**src/rtl/dtc_pkg.sv**
```systemverilog
package dtc_pkg;
   typedef enum logic [1:0] {
      CM_13B    = 2'd0,
      CM_16B    = 2'd1,
      CM_RELOAD = 2'd2,
      CM_HOLD   = 2'd3
   } cnt_mode_e;
endpackage

```
**src/rtl/dtc_event_src.sv**
```systemverilog
// Produces one increment request per qualified event for a single engine.
module dtc_event_src #(
   parameter int SYNC_STAGES = 0
) (
   input  logic clk,
   input  logic rst_n,
   input  logic mc_tick,
   input  logic ext_in,
   input  logic cnt_sel,
   input  logic run,
   input  logic gate_en,
   input  logic gate_in,
   output logic inc
);
   logic pin_s;      // pin value after optional synchronizer
   logic last_smp;   // sample taken at the previous machine-cycle tick
   logic fall_evt;
   logic enabled;

   if (SYNC_STAGES != 0 && SYNC_STAGES < 2) begin : g_bad_sync
      $error("dtc_event_src: SYNC_STAGES must be 0 or at least 2");
   end

   if (SYNC_STAGES == 0) begin : g_direct
      assign pin_s = ext_in;
   end else begin : g_sync
      logic [SYNC_STAGES-1:0] sh;
      always_ff @(posedge clk) begin
         if (!rst_n) sh <= '0;
         else        sh <= {sh[SYNC_STAGES-2:0], ext_in};
      end
      assign pin_s = sh[SYNC_STAGES-1];
   end

   always_ff @(posedge clk) begin
      if (!rst_n)       last_smp <= 1'b0;
      else if (mc_tick) last_smp <= pin_s;
   end

   assign fall_evt = mc_tick & last_smp & ~pin_s;
   assign enabled  = run & (~gate_en | gate_in);
   assign inc      = enabled & (cnt_sel ? fall_evt : mc_tick);
endmodule

```
**src/rtl/dtc_count_core.sv**
```systemverilog
// High/low count bytes with the three count shapes and write priority.
module dtc_count_core
   import dtc_pkg::*;
#(
   parameter int W        = 8,
   parameter int M0_LOW_W = 5
) (
   input  logic         clk,
   input  logic         rst_n,
   input  logic         inc,
   input  cnt_mode_e    mode,
   input  logic         wr_lo,
   input  logic         wr_hi,
   input  logic [W-1:0] wr_data,
   output logic [W-1:0] th_q,
   output logic [W-1:0] tl_q,
   output logic         ovf
);
   localparam int M0_W = W + M0_LOW_W;

   logic [M0_W:0]  sum13;
   logic [2*W:0]   sum16;
   logic [W-1:0]   tl_inc;
   logic [W-1:0]   nx_th, nx_tl;

   assign sum13  = {1'b0, th_q, tl_q[M0_LOW_W-1:0]} + {{M0_W{1'b0}}, 1'b1};
   assign sum16  = {1'b0, th_q, tl_q} + {{(2*W){1'b0}}, 1'b1};
   assign tl_inc = tl_q + {{(W-1){1'b0}}, 1'b1};

   always_comb begin
      nx_th = th_q;
      nx_tl = tl_q;
      ovf   = 1'b0;
      if (wr_lo || wr_hi) begin
         if (wr_hi) nx_th = wr_data;
         if (wr_lo) nx_tl = wr_data;
      end else if (inc) begin
         case (mode)
            CM_13B: begin
               nx_th = sum13[M0_W-1:M0_LOW_W];
               nx_tl = {tl_q[W-1:M0_LOW_W], sum13[M0_LOW_W-1:0]};
               ovf   = sum13[M0_W];
            end
            CM_16B: begin
               nx_th = sum16[2*W-1:W];
               nx_tl = sum16[W-1:0];
               ovf   = sum16[2*W];
            end
            CM_RELOAD: begin
               if (&tl_q) begin
                  nx_tl = th_q;
                  ovf   = 1'b1;
               end else begin
                  nx_tl = tl_inc;
               end
            end
            default: ;
         endcase
      end
   end

   always_ff @(posedge clk) begin
      if (!rst_n) begin
         th_q <= '0;
         tl_q <= '0;
      end else begin
         th_q <= nx_th;
         tl_q <= nx_tl;
      end
   end
endmodule

```
**src/rtl/dtc_ovf_out.sv**
```systemverilog
// Sticky overflow flag and overflow-driven toggle output for one engine.
module dtc_ovf_out (
   input  logic clk,
   input  logic rst_n,
   input  logic ovf,
   input  logic flag_clr,
   input  logic tog_en,
   output logic flag,
   output logic tog
);
   always_ff @(posedge clk) begin
      if (!rst_n) begin
         flag <= 1'b0;
         tog  <= 1'b0;
      end else begin
         if (ovf)           flag <= 1'b1;
         else if (flag_clr) flag <= 1'b0;
         if (ovf && tog_en) tog <= ~tog;
      end
   end
endmodule

```
**src/rtl/dual_timer_counter.sv**
```systemverilog
module dual_timer_counter
   import dtc_pkg::*;
#(
   parameter int N_TIMERS    = 2,
   parameter int CNT_W       = 8,
   parameter int M0_LOW_W    = 5,
   parameter int SYNC_STAGES = 0,
   parameter int IDX_W       = (N_TIMERS > 1) ? $clog2(N_TIMERS) : 1
) (
   input  logic                  clk,
   input  logic                  rst_n,
   input  logic                  mc_tick,
   input  logic [N_TIMERS-1:0]   ext_in,
   input  logic [N_TIMERS-1:0]   gate_in,
   input  logic [N_TIMERS-1:0]   run,
   input  logic [N_TIMERS-1:0]   gate_en,
   input  logic [N_TIMERS-1:0]   cnt_sel,
   input  logic [2*N_TIMERS-1:0] mode_sel,
   input  logic [N_TIMERS-1:0]   tog_en,
   input  logic [N_TIMERS-1:0]   flag_clr,
   input  logic                  wr_en,
   input  logic [IDX_W-1:0]      wr_sel,
   input  logic                  wr_hi,
   input  logic [CNT_W-1:0]      wr_data,
   input  logic [IDX_W-1:0]      rd_sel,
   input  logic                  rd_hi,
   output logic [CNT_W-1:0]      rd_data,
   output logic [N_TIMERS-1:0]   ovf_flag,
   output logic [N_TIMERS-1:0]   tog_out
);
   if (N_TIMERS < 1) begin : g_bad_n
      $error("dual_timer_counter: N_TIMERS must be at least 1");
   end
   if (M0_LOW_W < 1 || M0_LOW_W >= CNT_W) begin : g_bad_m0
      $error("dual_timer_counter: M0_LOW_W must lie in 1..CNT_W-1");
   end
   if ((1 << IDX_W) < N_TIMERS) begin : g_bad_idx
      $error("dual_timer_counter: IDX_W too narrow for N_TIMERS");
   end

   logic [N_TIMERS-1:0][CNT_W-1:0] th_q;
   logic [N_TIMERS-1:0][CNT_W-1:0] tl_q;
   logic [N_TIMERS-1:0]            inc;
   logic [N_TIMERS-1:0]            ovf;

   for (genvar i = 0; i < N_TIMERS; i++) begin : g_eng
      logic wr_me;
      assign wr_me = wr_en && (int'(wr_sel) == i);

      dtc_event_src #(.SYNC_STAGES(SYNC_STAGES)) u_src (
         .clk     (clk),
         .rst_n   (rst_n),
         .mc_tick (mc_tick),
         .ext_in  (ext_in[i]),
         .cnt_sel (cnt_sel[i]),
         .run     (run[i]),
         .gate_en (gate_en[i]),
         .gate_in (gate_in[i]),
         .inc     (inc[i])
      );

      dtc_count_core #(.W(CNT_W), .M0_LOW_W(M0_LOW_W)) u_core (
         .clk     (clk),
         .rst_n   (rst_n),
         .inc     (inc[i]),
         .mode    (cnt_mode_e'(mode_sel[2*i +: 2])),
         .wr_lo   (wr_me && !wr_hi),
         .wr_hi   (wr_me && wr_hi),
         .wr_data (wr_data),
         .th_q    (th_q[i]),
         .tl_q    (tl_q[i]),
         .ovf     (ovf[i])
      );

      dtc_ovf_out u_out (
         .clk      (clk),
         .rst_n    (rst_n),
         .ovf      (ovf[i]),
         .flag_clr (flag_clr[i]),
         .tog_en   (tog_en[i]),
         .flag     (ovf_flag[i]),
         .tog      (tog_out[i])
      );
   end

   always_comb begin
      rd_data = '0;
      if (int'(rd_sel) < N_TIMERS)
         rd_data = rd_hi ? th_q[rd_sel] : tl_q[rd_sel];
   end
endmodule

```
**config.mk**
```make
export PLATFORM = sky130hd
export DESIGN_NAME = dual_timer_counter
export DESIGN_NICKNAME = d
export VERILOG_FILES = /design/src/rtl/dtc_pkg.sv /design/src/rtl/dtc_event_src.sv /design/src/rtl/dtc_count_core.sv /design/src/rtl/dtc_ovf_out.sv /design/src/rtl/dual_timer_counter.sv
export SDC_FILE = /design/constraint.sdc
export NUM_CORES = 1
export LEC_CHECK = 0
export BUFFER_PORTS_ARGS = -buffer_cell sky130_fd_sc_hd__buf_2
export CORE_MARGIN = 5
export CORE_UTILIZATION = 60
export CTS_BUF_LIST = sky130_fd_sc_hd__clkbuf_2
export DETAILED_ROUTE_END_ITERATION = 10
export PLACE_DENSITY = 0.81
export SETUP_SLACK_MARGIN = 0.4
export SYNTH_ARGS = -nofsm -noshare
export SYNTH_HDL_FRONTEND = slang
export SYNTH_HIERARCHICAL = 1
export SYNTH_SLANG_ARGS = --single-unit
```
**constraint.sdc**
```tcl
create_clock -name clk -period 2.8 [get_ports clk]
set_clock_uncertainty 0.05 [all_clocks]
set_input_delay 0.14 -clock clk [delete_from_list [all_inputs] [get_ports clk]]
set_output_delay 0.14 -clock clk [all_outputs]
set_load 0.02 [all_outputs]
```
After elaboration in Yosys (flattened, before gate mapping)

Cells that the tools add are included.

Bits in registers: 38
Input bits: 34
Output and inout bits: 12
Logic and storage cells: 114

Add/subtract/negate cells: 6
Magnitude comparators: 1
Equality and inequality tests: 10
Multiplexer cells: 37
Bitwise gates (word level): 17
Reduce and logical (&&, ||, !) cells: 31

Operators by type and width:

| operator              | count |
|---|---|
| $mux 8                | 19 |
| $pmux 8 s3            | 2 |
| $add 16x1->17 const B | 2 |
| $pmux 8 s2            | 2 |
| $add 13x1->14 const B | 2 |
| $add 8x1->8 const B   | 2 |
| $reduce_and 8->1      | 2 |
| $mux 1                | 12 |
| $ne 2x1->1 const B    | 6 |
| $reduce_and 3->1      | 4 |
| $reduce_bool 3->1     | 4 |
| $and 1x1->1           | 8 |
| $logic_and 1x1->1     | 8 |
| $reduce_and 4->1      | 2 |
| $reduce_bool 2->1     | 4 |
| $reduce_bool 4->1     | 2 |
| $not 1->1             | 7 |
| $pmux 1 s3            | 2 |
| $eq 2x1->1 const B    | 2 |
| $eq 2x2->1 const B    | 2 |
| $logic_not 2->1       | 2 |
| $logic_or 1x1->1      | 2 |
| $lt 1x2->1 const B    | 1 |
| $or 1x1->1            | 2 |
| $logic_not 1->1       | 1 |

Longest topological paths before layout

Depth in word-level cells: 7
Depth in mapped cells: 10
Depth with buffers taken out: 9

By module

Netlist, hierarchy kept.

Modules (own cells, without submodules):

| module             | instances | cells each | area each (µm²) | seq. area each (µm²) |
|---|---|---|---|---|
| dtc_count_core     | 2         | 164        | 1288.7          | 320.3 |
| dual_timer_counter | 1         | 14         | 227.7           | 0.0 |
| dtc_ovf_out        | 2         | 8          | 77.6            | 40.0 |
| dtc_event_src      | 2         | 7          | 65.1            | 20.0 |

Worst setup path after synthesis

Ideal clock, no wire load.

Path kind: flip-flop to flip-flop
Start: register g_eng[0].u_core.tl_q[0]
End: register g_eng[0].u_core.tl_q[0]
Setup time: 122 ps
Data arrival time: 1688 ps
Data required time: 2628 ps
Setup slack: 941 ps
Cell stages (with the launch flop): 7
Buffers on the path: 0
Clock period less this slack: 1859 ps
Cells stage by stage: dfxtp_1 > ha_1 > and4_1 > nand4_1 > a211o_1 > a221oi_1 > nor2_1

Longest elaborated chain between the ends: 5
Elaborated cells on any way between the ends: 8
Those cells by class: add/sub (3); mux (4); reduce/logical (1)

RTL lines:

| element                                                | line                                       | source |
|---|---|---|
| from (decl)                                            | dtc_count_core.sv:16                       | `output logic [W-1:0] tl_q,` |
| from (signal assigned)                                 | dtc_count_core.sv:68                       | `tl_q <= nx_tl;` |
| $add 8x1->8 / $reduce_and 8->1 (equally long branches) | dtc_count_core.sv:28, dtc_count_core.sv:50 |  |
| $mux 8                                                 | dtc_count_core.sv:50                       | `if (&tl_q) begin` |
| $pmux 8 s3 (*)                                         | dtc_count_core.sv:38                       | `case (mode)` |
| $mux 8 (*)                                             | dtc_count_core.sv:37                       | `end else if (inc) begin` |
| $mux 8 (*)                                             | dtc_count_core.sv:34                       | `if (wr_lo \|\| wr_hi) begin` |

Mark *: on every way between the ends. The rest lies on a longest branch, timed or not. The select of a mux whose other input is x is not followed.
A chain may end at the register's enable or synchronous reset.

Worst setup path in the final report

Start: input port ext_in[1]
End: register g_eng[1].u_core.th_q[3]

Longest elaborated chain between the ends: 6

RTL lines:

| element                     | line                     | source |
|---|---|---|
| from (decl)                 | dual_timer_counter.sv:13 | `input logic [N_TIMERS-1:0] ext_in,` |
| $not 1->1                   | dtc_event_src.sv:40      | `assign fall_evt = mc_tick & last_smp & ~pin_s;` |
| $and 1x1->1                 | dtc_event_src.sv:40      |  |
| $mux 1                      | dtc_event_src.sv:42      | `assign inc = enabled & (cnt_sel ? fall_evt : mc_tick);` |
| $and 1x1->1                 | dtc_event_src.sv:42      |  |
| net inc[1]                  | dual_timer_counter.sv:43 | `logic [N_TIMERS-1:0] inc;` |
| $reduce_bool 2->1 (no line) | n/a                      |  |
| $reduce_and 3->1 (no line)  | n/a                      |  |
| to (signal assigned)        | dtc_count_core.sv:67     | `th_q <= nx_th;` |
| to (decl)                   | dtc_count_core.sv:15     | `output logic [W-1:0] th_q,` |

The timed path passes the listed nets, and every way through them passes these cells.

==> summary.txt <==
Run status
  – Outcome: complete, no violations

Yosys
  – Count leader, synth: nand2_1
  – Yosys top cell area share: 24.62%
  – Ys Warns: 6
  – Synthesized flop and latch total: 38
  – Top post-synthesis cells by count: nand2_1 (44), dfxtp_1 (38), nor2_1 (28)
  – Synth top area cells: dfxtp_1 (25%), mux4_2 (5.8%), nand2_1 (5.3%)
  – Seq/Total Area, Yosys: 24.62%
  – Mapped Nets: 416
  – Synth Instances: 372
  – Synthesized area: 0.003090 sq mm
  – EDFF count, synth: 0
  – Syn Area/Cell: 8.308 sq um
  – Asr flop ratio synth: 0%
  – Most used DFF post-synth: dfxtp_1
  – Netlist cell types: 59
  – Synth area leader: dfxtp_1

Place
  – Gp weighted congestion: 0.9859
  – Post-DP HPWL: 6.790 mm
  – # port buffers: 45
  – Worst slack, placed: 625.2 ps

Timing
  – Final setup viols: 0
  – Achievable Freq: 446.6 MHz
  – Hold Worst Slack: 43.15 ps
  – Unrepaired setup endpoints after global routing: false
  – Slack of the critical path: 560.6 ps
  – Slew HR: 42.50%
  – Setup TNS: 0 ps
  – Worst Tran Pin Value: 858.5 ps
  – Final Hold Fails: 0
  – Max-slew violations: 0
  – Tcrit/Tclk final: 79.98%
  – Tmin final: 2239 ps

Power
  – Max VDD drop: 0.0002480 V
  – Power Density: 353.6 mW/mm^2
  – P_leak: 1.356 nW

Route
  – Via count: 3368
  – Final ANT Viol Nets: 0
  – DR iter-0 viols: 726
  – WL/cell: 18.37 um
  – DRC viols: 0
  – Drt pass-1 iters: 5
  – Drt via density: 6.790
  – Final WL: 9.110 mm

Die
  – Die Y: 81.77 um
  – Top-level port count: 46
  – Starting Density: 61.29%
  – Core area: 0.005042 sq mm
  – Cell row count: 26
  – Die width: 81.77 um
  – Die area: 0.006686 sq mm

Flow run
  – MaxCap Viol Count: 0

Critical path
  – CP Data Arrival Time: 2550 ps
  – CP max FO: 11
  – Critical Path Start Type: primary input
  – CP cell instances: dlygate4sd3_1, buf_2, nand2b_1, a221oi_2, a31oi_1, or3_1, mux2_1, a21oi_1
  – Path type of the worst setup path: primary input to flip-flop
  – Worst path bufs/invs: 2
  – Nature of the critical path endpoint: flip-flop
  – CP max stage delay: 530 ps
  – Critical Path RT: 3110 ps
  – CP top delay family: compound AO/OA/AOI/OAI gates
  – Slowest-stage cell, CP: dlygate4sd3_1

Finish
  – Final nets: 469
  – Filler cells: 413
  – Diode count: 0
  – Share of layout cells above drive strength 1: 19.95%
  – Area Overhead vs Synth: 14.05%

Clock tree
  – CTS H-tree lvls: 2
  – CTS root buf: clkbuf_2
  – Worst skew pair latency: 410 ps
  – Clock buffer depth: 2
  – CTS Buf Count: 5
  – Clk sink count: 38
  – CTS tree: built
  – Reg clk slew, reported paths: 210 ps

Global route
  – Global-route wire length before repair: 14.29 mm
  – GRT Total Usage: 27.96%
  – Largest net degree at the start of global routing: 21
  – Total grt overflow: 0
  – Initial antenna violation count: 0
  – Vias in the first global route: 2911

Min path
  – HP Class: primary input to flip-flop
-- cells in the final DEF, fill, tap and decap left out, types with 5 or more instances in the layout --
| cell type | netlist | layout |
|---|---|---|
| o21ai_1 | 6 | 6 |
| a31oi_1 | 6 | 6 |
| or3_1 | 6 | 6 |
| mux4_2 | 8 | 8 |
| dfxtp_1 | 38 | 38 |
| a221oi_1 | 6 | 6 |
| nand4_1 | 8 | 8 |
| clkbuf_2 | 1 | 5 |
| nand3_1 | 10 | 10 |
| and4_1 | 8 | 8 |
| a21oi_1 | 16 | 16 |
| a22oi_1 | 8 | 8 |
| nand2_1 | 44 | 44 |
| mux2i_1 | 6 | 6 |
| ha_1 | 10 | 10 |
| inv_1 | 18 | 18 |
| dlygate4sd3_1 | 0 | 9 |
| o211ai_1 | 10 | 10 |
| buf_2 | 2 | 45 |
| a21o_1 | 6 | 6 |
| o21ai_0 | 8 | 8 |
| o221ai_1 | 10 | 10 |
| nor2_1 | 28 | 28 |
| nand2b_1 | 6 | 6 |
| nor3_1 | 10 | 10 |
-- per-stage QoR --
stage                     area [sq um]  power, mW  cells  util, %
final                             3525      1.246    496    69.90
after CTS                         3525      1.250    496    69.90
after floorplan                   3090     0.7944    372        -
after global routing              3525      1.308    496    69.90
after global placement            3369     0.8881    479    66.82
after detailed placement          3369     0.8935    479    66.82
-- metal layers --
| metal | vias up | share of wire, % | GRT usage, % |
|---|---|---|---|
| li1 | 1548 | - | - |
| met1 | 1558 | 41 | 39.80 |
| met2 | 226 | 44 | 42.49 |
| met3 | 36 | 12 | 5.263 |
| met4 | 0 | 2.6 | 8.804 |
| met5 | - | 0 | 0 |
-- kinds of logic (layout without fill, tap and decap cells) --
logic type / count (synthesis) / after routing / synth area share, %
AOI/OAI and AO/OA: 116 / 116 / 27.94
DFF: 38 / 38 / 24.62
adders and majority gates: 10 / 10 / 4.049
buffers and inverters: 34 / 88 / 4.736
and+or+nand+nor: 148 / 148 / 27.17
muxes: 18 / 18 / 9.231
xor gates and xnor gates: 8 / 8 / 2.267
-- worst reg2reg max path: stages, from the launching register on --
cell and delay, ps:
dfxtp_1 480, ha_1 340, nand4_4 180, nor3_4 280, a21o_1 110, a31oi_1 70
nor3_1 320, nand2_1 110, mux2i_1 170
-- final cells by class --
class	instances	area (sq um)	share of cell area [%]
Inverter	22	82.58	2.343
Multi-Input combinational cell	300	2183	61.95
Timing Repair Buffer	58	345.3	9.798
Tap cell	70	87.58	2.485
Sequential cell	38	760.7	21.58
Clock inverter	3	40.04	1.136
Clock buffer	5	25.02	0.7100
-- flip-flops by register name, summed over array words and instances, names as in the netlist --
| name | flops |
|---|---|
| g_eng.u_core/th_q | 16 |
| g_eng.u_core/tl_q | 16 |
| g_eng.u_out/flag | 2 |
| g_eng.u_out/tog | 2 |
| g_eng.u_src/last_smp | 2 |
-- report_power, final --
| part | switching [mW] | internal (mW) |
|---|---|---|
| sequential | 0.0576 | 0.570 |
| combinational | 0.153 | 0.121 |
| clock | 0.197 | 0.148 |
-- what timing repair did --
item | in CTS | in global routing
endpoints found under the setup margin | 0 | 0
hold buffers | 9 | 0
hold endpoints to repair | 8 | 0
setup buffers | 0 | 0
gates resized for setup | 0 | 0
-- final timing paths --
path,to,start,cells past startpoint,slack [ps]
worst min register to register,g_eng[1].u_out/tog,g_eng[1].u_out/tog,2,430
worst max-delay path,g_eng[1].u_core/th_q[3],ext_in[1],8,560
worst max register to register,g_eng[0].u_out/tog,g_eng[0].u_core/tl_q[0],8,620
worst min-delay path,g_eng[0].u_core/tl_q[6],wr_data[6],3,40
Power figures use the tool's default switching activity.
